### src/rtl/cdbcd_pkg.sv
package cdbcd_pkg;

    localparam int DIGIT_W = 4;
    localparam logic [DIGIT_W-1:0] DIGIT_TOP = 4'd9;

    typedef enum logic {
        ST_IDLE = 1'b0,
        ST_RUN  = 1'b1
    } conv_state_e;

endpackage

### src/rtl/cdbcd_digit.sv
module cdbcd_digit
    import cdbcd_pkg::*;
(
    input  logic               clk,
    input  logic               rst,
    input  logic               clr,
    input  logic               cin,
    output logic [DIGIT_W-1:0] val,
    output logic               cout
);

    typedef struct packed {
        logic [DIGIT_W-1:0] val;
    } digit_regs_t;

    digit_regs_t regs_d, regs_q;

    // carry leaves this digit when it is stepped while at its top value
    assign cout = cin && (regs_q.val == DIGIT_TOP);
    assign val  = regs_q.val;

    always_comb begin
        regs_d = regs_q;
        if (clr) begin
            regs_d.val = '0;
        end else if (cin) begin
            if (regs_q.val == DIGIT_TOP)
                regs_d.val = '0;
            else
                regs_d.val = regs_q.val + 1'b1;
        end
    end

    always_ff @(posedge clk) begin
        if (rst)
            regs_q <= '0;
        else
            regs_q <= regs_d;
    end

endmodule

### src/rtl/cdbcd_chain.sv
module cdbcd_chain
    import cdbcd_pkg::*;
#(
    parameter int N_DIGITS = 5,
    localparam int OUT_W = N_DIGITS * DIGIT_W
) (
    input  logic             clk,
    input  logic             rst,
    input  logic             clr,
    input  logic             inc,
    output logic [OUT_W-1:0] digits
);

    logic [N_DIGITS:0] carry;

    assign carry[0] = inc;

    for (genvar g = 0; g < N_DIGITS; g++) begin : g_digit
        cdbcd_digit u_digit (
            .clk  (clk),
            .rst  (rst),
            .clr  (clr),
            .cin  (carry[g]),
            .val  (digits[g*DIGIT_W +: DIGIT_W]),
            .cout (carry[g+1])
        );
    end

    // carry[N_DIGITS] is the overflow out of the top digit; the width
    // parameters are chosen so that it is never set for a legal input
    logic unused_top_carry;
    assign unused_top_carry = carry[N_DIGITS];

endmodule

### src/rtl/cdbcd_downcnt.sv
module cdbcd_downcnt #(
    parameter int BIN_W = 16
) (
    input  logic             clk,
    input  logic             rst,
    input  logic             load,
    input  logic [BIN_W-1:0] load_val,
    input  logic             dec,
    output logic [BIN_W-1:0] cnt,
    output logic             is_zero
);

    typedef struct packed {
        logic [BIN_W-1:0] cnt;
    } cnt_regs_t;

    cnt_regs_t regs_d, regs_q;

    assign cnt     = regs_q.cnt;
    assign is_zero = (regs_q.cnt == '0);

    always_comb begin
        regs_d = regs_q;
        if (load)
            regs_d.cnt = load_val;
        else if (dec && !is_zero)
            regs_d.cnt = regs_q.cnt - 1'b1;
    end

    always_ff @(posedge clk) begin
        if (rst)
            regs_q <= '0;
        else
            regs_q <= regs_d;
    end

endmodule

### src/rtl/countdown_bcd_conv.sv
module countdown_bcd_conv
    import cdbcd_pkg::*;
#(
    parameter int BIN_W    = 16,
    parameter int N_DIGITS = 5,
    localparam int OUT_W   = N_DIGITS * DIGIT_W
) (
    input  logic             clk,
    input  logic             rst,
    input  logic             start,
    input  logic [BIN_W-1:0] bin_in,
    output logic [OUT_W-1:0] bcd_out,
    output logic             done
);

    typedef struct packed {
        conv_state_e      st;
        logic             done;
        logic [OUT_W-1:0] res;
    } ctrl_regs_t;

    ctrl_regs_t ctrl_d, ctrl_q;

    logic             busy;
    logic             step;
    logic             cnt_zero;
    logic [BIN_W-1:0] cnt_val;
    logic [OUT_W-1:0] digits;

    assign busy = (ctrl_q.st == ST_RUN);
    // one counting step: binary goes down and decimal goes up together
    assign step = busy && !start && !cnt_zero;

    cdbcd_downcnt #(
        .BIN_W (BIN_W)
    ) u_downcnt (
        .clk      (clk),
        .rst      (rst),
        .load     (start),
        .load_val (bin_in),
        .dec      (step),
        .cnt      (cnt_val),
        .is_zero  (cnt_zero)
    );

    cdbcd_chain #(
        .N_DIGITS (N_DIGITS)
    ) u_chain (
        .clk    (clk),
        .rst    (rst),
        .clr    (start),
        .inc    (step),
        .digits (digits)
    );

    always_comb begin
        ctrl_d = ctrl_q;
        if (start) begin
            ctrl_d.st   = ST_RUN;
            ctrl_d.done = 1'b0;
        end else if (busy && cnt_zero) begin
            ctrl_d.st   = ST_IDLE;
            ctrl_d.done = 1'b1;
            ctrl_d.res  = digits;
        end
    end

    always_ff @(posedge clk) begin
        if (rst) begin
            ctrl_q.st   <= ST_IDLE;
            ctrl_q.done <= 1'b0;
            ctrl_q.res  <= '0;
        end else begin
            ctrl_q <= ctrl_d;
        end
    end

    assign bcd_out = ctrl_q.res;
    assign done    = ctrl_q.done;

endmodule

### config.mk
export PLATFORM = sky130hd
export DESIGN_NAME = countdown_bcd_conv
export DESIGN_NICKNAME = d
export VERILOG_FILES = /design/src/rtl/cdbcd_pkg.sv /design/src/rtl/cdbcd_digit.sv /design/src/rtl/cdbcd_chain.sv /design/src/rtl/cdbcd_downcnt.sv /design/src/rtl/countdown_bcd_conv.sv
export SDC_FILE = /design/constraint.sdc
export NUM_CORES = 1
export LEC_CHECK = 0
export ABC_AREA = 1
export BUFFER_PORTS_ARGS = -buffer_cell sky130_fd_sc_hd__buf_2
export CORE_UTILIZATION = 35
export DETAILED_ROUTE_END_ITERATION = 6
export PLACE_DENSITY = 0.58
export REMOVE_ABC_BUFFERS = 1
export SYNTH_ARGS = -nofsm -noshare
export SYNTH_HDL_FRONTEND = slang
export SYNTH_SLANG_ARGS = --single-unit
### constraint.sdc
create_clock -name clk -period 1.7 [get_ports clk]
set_input_delay 0.34 -clock clk [delete_from_list [all_inputs] [get_ports clk]]
set_output_delay 0.34 -clock clk [all_outputs]
set_load 0.01 [all_outputs]
==> results by group, run 1 <==
Run status
  – Status: complete, no violations

Placement
  – DP HPWL: 4510 um
  – Dpl cells: 552
  – Placed inst area: 3270 um^2
  – Port Buf Inserts: 39
  – Post-Place Setup Slack: 0.0576 ns
  – RePlAce Congestion: 0.884

Worst setup path
  – Crit end category: register
  – Kind of critical path: reg -> reg
  – Top cell by count, worst path: nand2_4
  – CP Data Arrival Time: 1.84 ns
  – CP peak stage delay: 0.33 ns
  – Worst-path maximum fanout: 6
  – Crit-path cells: nor2_2 > nand2_1 > nor2_4 > nand2_4 > nand2_8 > nand2_4 > buf_4 > o21ai_0 > a21oi_1 > nor2_1
  – Worst path required time: 1.97 ns
  – CP startpoint kind: register
  – Slowest cell on the critical path: dfxtp_1

Floorplanning
  – Site Rows: 32
  – Die Y-Extent: 91.8 um
  – I/O pins: 40
  – Initial Util: 36.3%
  – Die width: 91.8 um
  – Die area: 8420 um^2
  – CORE AREA: 7770 um^2

CTS
  – TritonCTS Buffers: 9
  – CTS Sinks: 58
  – Worst-skew pair later-pin latency: 0.33 ns
  – Clk buf depth: 2
  – CTS clk-pin slew, worst paths: 0.07 ns
  – TritonCTS clock tree: done
  – Root Driver: clkbuf_8
  – H-Tree Level Count: 3

Routing
  – Final ANT Viol Nets: 0
  – DR WL met3: 290 um
  – Residual DRC count: 0
  – DR iter-0 viols: 123
  – DR pass1 iterations: 4
  – Highest metal used: met4
  – Met1 WL: 3120 um
  – Drt wl/cell: 11.0 um
  – Overall routed net length: 6260 um
  – Wire length on met2: 2770 um
  – Routed via count: 2655
  – Vias per cell: 4.65

STA
  – RSZ-0062 raised after global routing: false
  – Fin crit share: 92.0%
  – Relative slew slack: 75.1%
  – Hold WS: 0.253 ns
  – Final min period: 1.56 ns
  – Hold Violations, Final: 0
  – Slew Limit Fails: 0
  – Worst setup slack after layout: 0.136 ns
  – F_max: 0.639 GHz
  – Final Setup Violations: 0
  – Worst-Margin Slew: 0.372 ns
  – Layout Skew: 0.00807 ns

Layout
  – Area Growth Syn to Fin: 25.7%
  – Final Non-Filler Cells: 571
  – Multi-input gate area: 1390 um^2
  – Reg area: 1160 um^2
  – Post-layout nets: 484
  – Layout cells sized above 1: 22.2%
  – Design area: 3540 um^2
  – Number of diodes: 0
  – FILL cells: 836

GRT
  – First-pass GRT wire length: 11000 um
  – Largest net degree at the start of global routing: 23
  – Gr usage total: 16.3%
  – Total congestion overflow: 0
  – Number of global-route vias before repair: 2487
  – Initial antenna violation count: 0

Logic synthesis
  – Register area share after synthesis: 41.2%
  – Mapped Cells: 404
  – Post-synthesis register bit count: 58
  – Mapped Area: 2820 um^2
  – Mean Syn Cell Area: 6.98 um^2
  – Cell variety after synth: 35
  – Warnings from Yosys: 0

Power
  – Pwr Density: 920 nW/um^2
  – Leakage: 1.49 nW
  – Total power: 0.00326 W
  – Peak VDD IR: 352 uV

Flow run
  – Number of max-cap violations: 0

Worst hold path
  – Worst hold path type: in -> reg
## critical path: cells and delay by family, from the launching register on
kind / cells / cell delay [ns]
DFF: 1 / 0.33
and+or+nand+nor: 7 / 0.80
AOI/OAI and AO/OA: 2 / 0.22
buffers and inverters: 1 / 0.16
## state kept, by name (all words and copies together), names as in the netlist
name                         cells
done                             1
u_downcnt.cnt                   16
u_chain.g_digit.u_digit.val     20
bcd_out                         20
busy                             1
## report_power, final
group | internal, W | switching [W] | leakage (nW)
combinational | 0.000172 | 0.000251 | 0.907
clock | 0.000860 | 0.000549 | 0.109
sequential | 0.00140 | 0.0000313 | 0.471
## cell type report
type                            count  area share (%)
Sequential cell                    58            32.8
Clock buffer                       11            3.99
Tap cell                          102            3.60
Clock inverter                      5            2.19
Inverter                           63            6.74
Timing Repair Buffer               62            11.4
Multi-Input combinational cell    270            39.3
## layer usage
| layer | track usage, % | vias up |
|---|---|---|
| met1 | 22.1 | 1181 |
| li1 | - | 1411 |
| met5 | 0 | - |
| met4 | 6.64 | 0 |
| met2 | 24.9 | 55 |
| met3 | 3.81 | 8 |
## stage by stage
stage          utilization (%)  setup TNS, ns
2_1_floorplan                -          -5.43
3_3_place_gp              42.1              0
3_5_place_dp              42.1              0
4_1_cts                   44.9              0
5_1_grt                   45.6              0
6_report                  45.6              0
## layout by cell type, fill, tap and decap left out, drive strengths merged
master,instances
nand4,3
clkbuf,11
xor2,5
clkinv,2
clkinvlp,1
xnor2,2
buf,62
and3,1
o21ai,40
dfxtp,58
o22ai,2
bufinv,2
a31oi,1
o21a,2
ha,1
a211oi,1
inv,63
nor3,4
a21oi,51
o211ai,2
nand2,78
nand3,21
nor2,53
a22oi,2
a21o,1
## cell usage after synthesis, drive strengths merged
library cell	count	area [um^2]
buf	5	33.8
and3	1	6.26
dfxtp	58	1160
nand3	21	110
o211ai	2	15.0
nand2	78	332
nor3	4	31.3
a21o	1	7.51
a22oi	2	15.0
o21ai	40	200
ha	1	12.5
o22ai	2	12.5
a211oi	1	7.51
clkinv	1	5.00
xor2	5	43.8
inv	62	233
xnor2	2	17.5
o21a	2	15.0
nand4	3	33.8
a21oi	51	255
a31oi	1	6.26
clkbuf	8	30.0
nor2	53	236
## cells by family (layout without fill, tap and decap cells)
family / Yosys count / after routing / share of synthesized area, %
flip-flops: 58 / 58 / 41.2
XOR/XNOR: 7 / 7 / 2.17
AND/OR/NAND/NOR: 160 / 160 / 26.6
buffers and inverters: 76 / 141 / 10.7
adder cells (fa/ha/maj): 1 / 1 / 0.444
AO/OA/AOI/OAI: 102 / 102 / 18.9
## path summary, 6_finish.rpt
kind,start,to,slack [ns],depth (start not counted)
hold reg to reg,bcd_out[18]$_SDFFE_PP0P_,bcd_out[18]$_SDFFE_PP0P_,0.44,2
setup / recovery,u_downcnt.cnt[13]$_SDFFE_PP0P_,u_downcnt.cnt[12]$_SDFFE_PP0P_,0.14,10
hold / removal,rst,u_downcnt.cnt[12]$_SDFFE_PP0P_,0.25,2
setup reg to reg,u_downcnt.cnt[13]$_SDFFE_PP0P_,u_downcnt.cnt[12]$_SDFFE_PP0P_,0.14,10
## repair_timing
action,CTS,global route
hold buffers,0,0
gates resized for setup,0,11
buffers inserted,0,3
endpoints found under the setup margin,0,31
(Power assumes the default switching activity.)
==> inputs of run 2 (changes only) <==
Settings changed: SETUP_SLACK_MARGIN set to 0.2.
==> results by group, run 2 (synthesized netlist as in run 1, its figures left out) <==
Run status
  – Status: complete, no violations

Routing
  – Final ANT Viol Nets: 0
  – Vias per cell: 4.70
  – Residual DRC count: 0
  – Overall routed net length: 6690 um
  – Drt wl/cell: 11.5 um
  – DR iter-0 viols: 128
  – Routed via count: 2720
  – DR pass1 iterations: 4

STA
  – Hold Violations, Final: 0
  – Worst-Margin Slew: 0.386 ns
  – Final min period: 1.57 ns
  – Layout Skew: 0.00652 ns
  – Slew Limit Fails: 0
  – Hold WS: 0.232 ns
  – RSZ-0062 raised after global routing: true
  – Relative slew slack: 74.2%
  – Setup TNS: 0 ns
  – Final Setup Violations: 0
  – Fin crit share: 92.1%
  – F_max: 0.638 GHz

Worst hold path
  – Worst hold path type: in -> reg
  – Worst hold start: rst
  – WHS Endpoint: u_downcnt.cnt[12]$_SDFFE_PP0P_
  – Hold path depth: 2

CTS
  – TritonCTS clock tree: done
  – CTS clk-pin slew, worst paths: 0.07 ns
  – TritonCTS Buffers: 9
  – CTS Sinks: 58
  – Worst-skew pair later-pin latency: 0.34 ns
  – Root Driver: clkbuf_8
  – H-Tree Level Count: 3
  – Clk buf depth: 2

GRT
  – Number of global-route vias before repair: 2505
  – Largest net degree at the start of global routing: 23
  – Total congestion overflow: 0
  – First-pass GRT wire length: 11200 um
  – Initial antenna violation count: 0
  – Gr usage total: 16.6%

Worst setup path
  – CP bufs+invs: 2
  – Crit end category: register
  – CP peak stage delay: 0.35 ns
  – CP Data Arrival Time: 1.85 ns
  – Kind of critical path: reg -> reg
  – CP startpoint kind: register
  – Worst R2R Path Depth: 12
  – Crit-path cells: nor2_2 > nand2_2 > nor2_4 > nand2_4 > nand2_8 > nand2_8 > buf_6 > o21ai_1 > nand2_1 > nand3_2 > nand2_1 > inv_1
  – Slowest cell on the critical path: dfxtp_2
  – Worst path required time: 1.99 ns
  – Crit-path leading delay family: simple AND/OR/NAND/NOR gates
  – R2R Path End: u_downcnt.cnt[8]$_SDFFE_PP0P_
  – Worst-path maximum fanout: 4
  – Reg2reg setup slack: 0.13 ns
  – FF-to-FF Start: u_downcnt.cnt[14]$_SDFFE_PP0P_

Floorplanning
  – Initial Util: 36.3%
  – CORE AREA: 7770 um^2
  – Site Rows: 32
  – Die width: 91.8 um
  – Die area: 8420 um^2
  – I/O pins: 40
  – Die Y-Extent: 91.8 um

Placement
  – Dpl cells: 552
  – Placed inst area: 3270 um^2
  – DP HPWL: 4510 um
  – RePlAce Congestion: 0.884
  – Port Buf Inserts: 39

Layout
  – Layout cells sized above 1: 31.2%
  – Area Growth Syn to Fin: 34.4%
  – Util after Layout: 48.8%
  – Most frequent cells in the layout: nand2_1, inv_1, dfxtp_1
  – Number of diodes: 0
  – Most common cell after layout, fill and taps aside: nand2_1
  – Post-layout nets: 492
  – Design area: 3790 um^2
  – Final Non-Filler Cells: 579

Power
  – Peak VDD IR: 362 uV
  – Pwr Density: 896 nW/um^2
  – Leakage: 1.57 nW

Flow run
  – Number of max-cap violations: 0
==> run 2: final cells by class <==
type	count	area [um^2]
multi-input combinational	270	1530
sequential	58	1170
timing repair buffer	69	480
tap	102	128
fill	810	3980
clock inverter	5	77.6
clock buffer	11	141
timing repair inverter	1	8.76
inverter	63	251
==> run 2: metrics by stage <==
step / total power (W) / setup slack, ns
2_1_floorplan: 0.00171 / -0.272
3_3_place_gp: 0.00186 / 0.0807
3_5_place_dp: 0.00187 / 0.0576
4_1_cts: 0.00332 / 0.172
5_1_grt: 0.00354 / 0.0247
6_report: 0.00340 / 0.134
==> run 2: power breakdown <==
part	internal (W)	switching [W]
Clock	0.000860	0.000567
Combinational	0.000227	0.000304
Sequential	0.00140	0.0000371
Total	0.00249	0.000908
==> run 2: timing repair <==
| action | 4_1_cts | 5_1_grt |
|---|---|---|
| endpoints found under the setup margin | 53 | 55 |
| pin swaps | 7 | 25 |
| gates resized for setup | 24 | 54 |
| setup buffers | 5 | 5 |
| hold buffers | 0 | 0 |
| gates cloned | 0 | 1 |
==> run 2: how the worst max path moves through the flow <==
stage	cells past startpoint	endpoint	slack [ns]	from
2_1_floorplan	7	bcd_out[0]$_SDFFE_PP0P_	-0.27	u_downcnt.cnt[0]$_SDFFE_PP0P_
3_5_place_dp	12	u_downcnt.cnt[11]$_SDFFE_PP0P_	0.06	u_downcnt.cnt[0]$_SDFFE_PP0P_
5_1_grt	12	u_downcnt.cnt[8]$_SDFFE_PP0P_	0.02	u_downcnt.cnt[5]$_SDFFE_PP0P_
4_1_cts	11	u_downcnt.cnt[11]$_SDFFE_PP0P_	0.17	u_downcnt.cnt[5]$_SDFFE_PP0P_
6_report	12	u_downcnt.cnt[8]$_SDFFE_PP0P_	0.13	u_downcnt.cnt[14]$_SDFFE_PP0P_
3_3_place_gp	12	u_downcnt.cnt[11]$_SDFFE_PP0P_	0.08	u_downcnt.cnt[0]$_SDFFE_PP0P_
==> run 2: per-layer routing <==
layer	part of all wire (%)	wire length [um]	up-vias	global-route usage (%)
met5	0	0	-	0
met4	1.9	128	0	6.64
met3	3.5	237	13	3.81
met2	46	3050	46	25.5
met1	49	3270	1229	22.4
li1	-	-	1432	-
==> inputs of run 3 (changes only) <==
Settings changed: CELL_PAD_IN_SITES_DETAIL_PLACEMENT set to 0, CELL_PAD_IN_SITES_GLOBAL_PLACEMENT set to 2, CORE_UTILIZATION 35 to 31, PLACE_DENSITY 0.58 to 0.83.
==> results by group, run 3 (synthesized netlist as in run 1, its figures left out) <==
Worst setup path
  – CP peak stage delay: 0.36 ns
  – Crit end category: register
  – CP startpoint kind: register
  – Worst path required time: 1.97 ns
  – CP Data Arrival Time: 1.83 ns
  – Crit-path cells: inv_2 > ha_4 > nand2_4 > nor2_4 > nand2_4 > nand2_8 > buf_4 > buf_4 > o21ai_2 > nand2_1 > a21oi_1
  – Worst-path maximum fanout: 5
  – Kind of critical path: reg -> reg
  – Slowest cell on the critical path: dfxtp_2

Routing
  – Vias per cell: 4.56
  – Met1 WL: 3690 um
  – Residual DRC count: 0
  – DR pass1 iterations: 4
  – Wire length on met2: 2930 um
  – Highest metal used: met4
  – Overall routed net length: 6970 um
  – Final ANT Viol Nets: 0
  – DR iter-0 viols: 42
  – Routed via count: 2673
  – DR WL met3: 231 um
  – Drt wl/cell: 11.9 um

Power
  – Pwr Density: 882 nW/um^2
  – Peak VDD IR: 430 uV
  – Leakage: 1.54 nW

STA
  – RSZ-0062 raised after global routing: true
  – Worst setup slack after layout: 0.142 ns
  – Fin crit share: 91.6%
  – Worst-Margin Slew: 0.347 ns
  – Final min period: 1.56 ns
  – Hold Violations, Final: 0
  – Layout Skew: 0.0114 ns
  – F_max: 0.642 GHz
  – Relative slew slack: 76.7%
  – Setup TNS: 0 ns
  – Hold WS: 0.272 ns
  – Final Setup Violations: 0
  – Slew Limit Fails: 0

Floorplanning
  – Die Y-Extent: 97.4 um
  – I/O pins: 40
  – Initial Util: 32.2%
  – CORE AREA: 8760 um^2
  – Site Rows: 34
  – Die width: 97.4 um
  – Die area: 9480 um^2

Layout
  – Most common cell after layout, fill and taps aside: nand2_1
  – FILL cells: 941
  – Most frequent cells in the layout: nand2_1, inv_1, dfxtp_1
  – Util after Layout: 42.4%
  – Number of diodes: 0
  – Layout cells sized above 1: 29.1%
  – Area Growth Syn to Fin: 31.9%
  – Post-layout nets: 494

Worst hold path
  – Worst hold path type: in -> reg

CTS
  – H-Tree Level Count: 3
  – CTS clk-pin slew, worst paths: 0.06 ns
  – Worst-skew pair later-pin latency: 0.34 ns
  – Clk buf depth: 2
  – CTS Sinks: 58
  – Root Driver: clkbuf_8
  – TritonCTS clock tree: done
  – TritonCTS Buffers: 9

GRT
  – Number of global-route vias before repair: 2506
  – Total congestion overflow: 0
  – Gr usage total: 15.4%
  – First-pass GRT wire length: 11800 um
  – Largest net degree at the start of global routing: 41
  – Initial antenna violation count: 0

Flow run
  – Number of max-cap violations: 0

Run status
  – Status: complete, no violations

Placement
  – Port Buf Inserts: 39
  – DP HPWL: 4740 um
  – RePlAce Congestion: 0.783
  – Post-Place Setup Slack: 0.0284 ns
## run 3: power breakdown
| part | internal (W) | switching [W] | leakage [nW] |
|---|---|---|---|
| clock | 0.000787 | 0.000541 | 0.106 |
| sequential | 0.00140 | 0.0000389 | 0.472 |
| combinational | 0.000228 | 0.000287 | 0.962 |
## run 3: metrics by stage
stage / std cells / total power, W / instance area, um^2
6_report: 586 / 0.00328 / 3720
5_1_grt: 586 / 0.00344 / 3720
4_1_cts: 583 / 0.00327 / 3570
3_5_place_dp: 561 / 0.00188 / 3270
3_3_place_gp: 561 / 0.00188 / 3270
2_1_floorplan: 391 / 0.00171 / 2760
## run 3: layer usage
| metal | up-vias | global-route usage [%] |
|---|---|---|
| met5 | - | 0 |
| met4 | 0 | 7.47 |
| met3 | 11 | 2.95 |
| met2 | 45 | 21.7 |
| met1 | 1180 | 22.3 |
| li1 | 1437 | - |
## run 3: critical path, delay by kind of cell (launching register included)
kind                     cells  cell delay (ns)
AND/OR/NAND/NOR              5             0.38
adder cells (fa/ha/maj)      1             0.18
flip-flops                   1             0.36
AO/OA/AOI/OAI                2             0.24
buffers and inverters        3             0.34
## run 3: cell type report
class / count / area [um^2] / share of cell area, %
Tap cell: 108 / 135 / 3.63
Multi-Input combinational cell: 271 / 1510 / 40.6
Clock inverter: 2 / 35.0 / 0.942
Clock buffer: 13 / 169 / 4.54
Timing Repair Buffer: 71 / 463 / 12.4
Sequential cell: 58 / 1170 / 31.4
Inverter: 63 / 241 / 6.49
## run 3: worst paths after layout
check | slack, ns | startpoint | end | cells after the start
setup / recovery | 0.14 | u_downcnt.cnt[1]$_SDFFE_PP0P_ | u_downcnt.cnt[2]$_SDFFE_PP0P_ | 11
hold / removal | 0.27 | rst | u_downcnt.cnt[11]$_SDFFE_PP0P_ | 2
setup reg to reg | 0.14 | u_downcnt.cnt[1]$_SDFFE_PP0P_ | u_downcnt.cnt[2]$_SDFFE_PP0P_ | 11
hold reg to reg | 0.44 | bcd_out[3]$_SDFFE_PP0P_ | bcd_out[3]$_SDFFE_PP0P_ | 2
## run 3: timing repair
| item | in CTS | in global routing |
|---|---|---|
| pin swaps | 8 | 13 |
| setup endpoints to repair | 56 | 53 |
| cloned | 1 | 0 |
| hold buffers | 0 | 0 |
| buffers inserted | 6 | 3 |
| gates resized for setup | 20 | 54 |
